**src/rtl/tgt_term_pkg.sv**
```systemverilog
package tgt_term_pkg;

  localparam int CODE_W     = 5;
  localparam int IDX_NORMAL = 0;
  localparam int IDX_DWD    = 1;
  localparam int IDX_DND    = 2;
  localparam int IDX_RETRY  = 3;
  localparam int IDX_ABORT  = 4;

  typedef enum logic [1:0] {
    PIN_IDLE    = 2'd0,
    PIN_OWN     = 2'd1,
    PIN_RELEASE = 2'd2
  } pin_state_e;

  // Bus lines converted to active-high form.
  typedef struct packed {
    logic frame;
    logic irdy;
    logic trdy;
    logic devsel;
    logic stop;
  } bus_sample_t;

endpackage

```
**src/rtl/tgt_term_classifier.sv**
```systemverilog
module tgt_term_classifier
  import tgt_term_pkg::*;
(
  input  logic              clk,
  input  logic              rst_n,
  input  bus_sample_t       bus,
  output logic [CODE_W-1:0] code,
  output logic              eot
);

  logic xfer_q;     // a data phase of this transaction has completed
  logic stopped_q;  // a stop-based code has already been reported
  logic busy_q;
  logic busy;
  logic phase_eval;
  logic done_xfer;
  logic [CODE_W-1:0] code_d;

  assign busy       = bus.frame | bus.irdy;
  assign phase_eval = bus.irdy & ~stopped_q;
  assign done_xfer  = bus.irdy & bus.trdy & bus.devsel;

  always_comb begin
    code_d = '0;
    if (phase_eval) begin
      if (bus.stop && !bus.devsel) begin
        code_d[IDX_ABORT] = 1'b1;
      end else if (bus.stop && bus.trdy) begin
        code_d[IDX_DWD] = 1'b1;
      end else if (bus.stop) begin
        if (xfer_q) code_d[IDX_DND]   = 1'b1;
        else        code_d[IDX_RETRY] = 1'b1;
      end else if (bus.trdy && bus.devsel) begin
        code_d[IDX_NORMAL] = 1'b1;
      end
    end
  end

  always_ff @(posedge clk) begin
    if (!rst_n) begin
      code      <= '0;
      eot       <= 1'b0;
      busy_q    <= 1'b0;
      xfer_q    <= 1'b0;
      stopped_q <= 1'b0;
    end else begin
      code      <= code_d;
      eot       <= busy_q & ~busy;
      busy_q    <= busy;
      xfer_q    <= busy ? (xfer_q | done_xfer) : 1'b0;
      stopped_q <= busy ? (stopped_q | (phase_eval & bus.stop)) : 1'b0;
    end
  end

endmodule

```
**src/rtl/tgt_pin_seq.sv**
```systemverilog
module tgt_pin_seq
  import tgt_term_pkg::*;
(
  input  logic clk,
  input  logic rst_n,
  input  logic own,
  input  logic want_trdy,
  input  logic want_stop,
  input  logic irdy_seen,
  output logic trdy_n,
  output logic stop_n,
  output logic pins_oe
);

  pin_state_e state_q, state_d;
  logic trdy_q, trdy_d;
  logic stop_q;

  always_comb begin
    state_d = state_q;
    unique case (state_q)
      PIN_IDLE:    if (own) state_d = PIN_OWN;
      PIN_OWN:     if (!own) state_d = PIN_RELEASE;
      PIN_RELEASE: state_d = own ? PIN_OWN : PIN_IDLE;
      default:     state_d = PIN_IDLE;
    endcase
  end

  // Target ready is held until the initiator completes the phase.
  always_comb begin
    if (!own)                    trdy_d = 1'b0;
    else if (trdy_q && !irdy_seen) trdy_d = 1'b1;
    else                         trdy_d = want_trdy;
  end

  always_ff @(posedge clk) begin
    if (!rst_n) begin
      state_q <= PIN_IDLE;
      trdy_q  <= 1'b0;
      stop_q  <= 1'b0;
    end else begin
      state_q <= state_d;
      trdy_q  <= trdy_d;
      stop_q  <= own & want_stop;
    end
  end

  assign pins_oe = (state_q != PIN_IDLE);
  assign trdy_n  = ~((state_q == PIN_OWN) & trdy_q);
  assign stop_n  = ~((state_q == PIN_OWN) & stop_q);

endmodule

```
**src/rtl/tgt_term_unit.sv**
```systemverilog
module tgt_term_unit
  import tgt_term_pkg::*;
(
  input  logic              clk,
  input  logic              rst_n,
  input  logic              bus_frame_n,
  input  logic              bus_irdy_n,
  input  logic              bus_trdy_n,
  input  logic              bus_devsel_n,
  input  logic              bus_stop_n,
  input  logic              own_sel,
  input  logic              own_trdy_req,
  input  logic              own_stop_req,
  output logic [CODE_W-1:0] term_code,
  output logic              term_eot,
  output logic              trdy_drv_n,
  output logic              trdy_oe,
  output logic              stop_drv_n,
  output logic              stop_oe
);

  bus_sample_t bus_s;
  logic        oe_w;

  assign bus_s.frame  = ~bus_frame_n;
  assign bus_s.irdy   = ~bus_irdy_n;
  assign bus_s.trdy   = ~bus_trdy_n;
  assign bus_s.devsel = ~bus_devsel_n;
  assign bus_s.stop   = ~bus_stop_n;

  tgt_term_classifier cls_i (
    .clk   (clk),
    .rst_n (rst_n),
    .bus   (bus_s),
    .code  (term_code),
    .eot   (term_eot)
  );

  tgt_pin_seq pins_i (
    .clk       (clk),
    .rst_n     (rst_n),
    .own       (own_sel),
    .want_trdy (own_trdy_req),
    .want_stop (own_stop_req),
    .irdy_seen (bus_s.irdy),
    .trdy_n    (trdy_drv_n),
    .stop_n    (stop_drv_n),
    .pins_oe   (oe_w)
  );

  assign trdy_oe = oe_w;
  assign stop_oe = oe_w;

endmodule

```
**config.mk**
```make
export PLATFORM = sky130hd
export DESIGN_NAME = tgt_term_unit
export DESIGN_NICKNAME = d
export VERILOG_FILES = /design/src/rtl/tgt_term_pkg.sv /design/src/rtl/tgt_term_classifier.sv /design/src/rtl/tgt_pin_seq.sv /design/src/rtl/tgt_term_unit.sv
export SDC_FILE = /design/constraint.sdc
export NUM_CORES = 1
export LEC_CHECK = 0
export CORE_AREA = 2 2 39 41
export CTS_CLUSTER_DIAMETER = 60
export DETAILED_ROUTE_END_ITERATION = 8
export DIE_AREA = 0 0 41 43
export MAX_ROUTING_LAYER = met4
export PLACE_DENSITY = 0.66
export SLEW_MARGIN = 25
export SYNTH_ARGS = -nofsm -noshare
export SYNTH_HDL_FRONTEND = slang
export SYNTH_SLANG_ARGS = --single-unit
```
**constraint.sdc**
```tcl
create_clock -name clk -period 2.9 [get_ports clk]
set_input_delay 0.58 -clock clk [delete_from_list [all_inputs] [get_ports clk]]
set_output_delay 0.58 -clock clk [all_outputs]
set_load 0.01 [all_outputs]
```
==> out/metrics.cfg <==
[clocking]
clockBufferDepth=2
clk_pin_slew_worst_paths_ns=0.07
numCtsBuffers=3
cts.sinks=13
clockRootBuffer=clkbuf_4
cts_hold_buf=0
cts_tree=yes
htreeDepth=1
clock_latency_ns=0.27
ctsResizeCount=0
post-cts-setup-buffers=0

[run]
cap_viol_max_count=0

[die]
rows=14
ioPinCount=20
die_w_um=41
die_h_um=43
dieArea_sq_um=1760
coreArea_sq_um=1380
initial_core_util=0.314

[final_layout]
diodes=0
finish.utilization=0.479
layout_common_cells=19 x clkdlybuf4s50_1, 13 x dfxtp_1, 3 x nand2_1, 3 x clkbuf_4
layout.nets=70
final_common_cell=clkdlybuf4s50_1
area_delta_synth_final_pct=52.7
drive_above_1_share=0.169

[grt]
gr-total-overflow=0
grt_pass1_wl_um=1210
grtUsageTotal=0.114
antenna_found_initial=0
grt_max_degree=9
grt_pass1_vias=301

[critical_path]
r2r_end=cls_i.code[3]$_SDFF_PP0_
rr_worst_depth=2
path_class=flip-flop to primary output
required_ns=2.32
crit_fanout=3
ff2ff_setup_slack_ns=1.79
end_kind=primary output
cp.arrival_ns=1.37
crit_path_start_kind=flip-flop
r2r-start=cls_i.stopped_q$_SDFF_PN0_

[placed_design]
place_ws_ns=0.945
gp_congestion=0.738
portBuffers=19

[worst_hold_path]
min_from=pins_i.state_q[0]$_SDFFE_PN0P_
hold_path_end=pins_i.state_q[0]$_SDFFE_PN0P_
min_path_cells=1
hold_class=flip-flop to flip-flop

[synth]
synth_area_sq_um=434
ys_seq_elements=13
netlist_instances=37
yosysSeqAreaShare=0.599
synthesis.nets=47
synth_warnings=0
yosysUniqueCellTypes=19
syn_avg_cell_area_sq_um=11.7

[sta]
final_hold_viol_count=0
fmax_ghz=0.514
fin_crit_ns=1.95
period_share=0.671
tightest_slew_ns=0.387
rsz0062_at_grt=no
final.setup.worst_slack_ns=0.953
hold_ws_ns=0.445
tns_ns=0
final_max_slew_viol_count=0
clock_skew_ns=0.00363
setup-violations-final=0
slew_headroom=0.738

[detailed_routing]
num_vias=339
wl_per_cell_um=11.3
drt_iter0_markers=1
drc_errors=0
via_per_inst=4.52
dr.pass1.iters=4
routed_wl_um=849
drtAntennaViolNets=0

[run_status]
status=finished clean

[power]
max-vdd-ir-drop_mv=0.182
powerDensity_nw_per_um2=501
power.total_mw=0.332
p_leak_nw=0.258

## worst max path at each step
stage,cells after the start,slack (ns),endpoint,start
after detailed placement,3,0.95,cls_i.code[3]$_SDFF_PP0_,bus_irdy_n
final,2,0.95,trdy_oe,pins_i.state_q[0]$_SDFFE_PN0P_
after floorplan,2,1.52,cls_i.code[3]$_SDFF_PP0_,bus_stop_n
after global routing,3,0.84,stop_drv_n,pins_i.state_q[0]$_SDFFE_PN0P_
after CTS,3,0.93,stop_drv_n,pins_i.state_q[0]$_SDFFE_PN0P_
after global placement,3,0.97,cls_i.code[3]$_SDFF_PP0_,bus_irdy_n
## metal layers
layer  vias up  part of all wire  GRT usage
met2        12              0.48      0.163
met3         2             0.052     0.0314
li1        177                 -          -
met4         0             0.022      0.120
met1       148              0.44      0.111
met5         -                 0          -
## registers in the layout (all words and copies together), names as in the netlist
register,flops
cls_i.code,5
pins_i.state_q,2
cls_i.busy_q,1
cls_i.eot,1
cls_i.stopped_q,1
cls_i.xfer_q,1
pins_i.stop_q,1
pins_i.trdy_q,1
## area by class of cell
type | count | area, sq um
Clock buffer | 4 | 26.3
Sequential cell | 13 | 260
Multi-Input combinational cell | 23 | 166
Timing Repair Buffer | 19 | 190
Fill cell | 146 | 721
Tap cell | 16 | 20.0
## worst max-delay path, cell delays in order, from the launching register on
cell	delay [ns]
dfxtp_1	0.32
or2_2	0.30
clkdlybuf4s50_1	0.48
## cell usage after synthesis
library cell / n / area, sq um
a21boi_0: 1 / 7.51
nand2_1: 3 / 11.3
or2_2: 1 / 6.26
and3_2: 1 / 7.51
and4b_2: 1 / 11.3
nor3_1: 2 / 10.0
and4b_1: 1 / 10.0
and4_2: 1 / 10.0
and3b_2: 1 / 10.0
buf_4: 1 / 7.51
nor4b_2: 1 / 15.0
nor2b_1: 1 / 6.26
o21a_1: 2 / 15.0
a21oi_1: 2 / 10.0
nor2_1: 2 / 7.51
nor4b_1: 1 / 8.76
or4b_4: 1 / 13.8
dfxtp_1: 13 / 260
and2_1: 1 / 6.26
## cells by family after synthesis
group	Yosys count	share of synthesized area
AOI/OAI and AO/OA	5	0.0749
DFF	13	0.599
buffers and inverters	1	0.0173
and+or+nand+nor	18	0.308
## power by group
group	internal (mW)	total (mW)	switching [mW]
clock network	0.0532	0.108	0.0549
logic	0.0237	0.0370	0.0134
registers	0.184	0.187	0.00276
## metrics by stage
| step | std cells | area (sq um) |
|---|---|---|
| after detailed placement | 71 | 637 |
| after global routing | 75 | 663 |
| after floorplan | 37 | 434 |
| final | 75 | 663 |
| after CTS | 75 | 663 |
| after global placement | 71 | 637 |
Note: power is estimated with default switching activity, not from simulation.
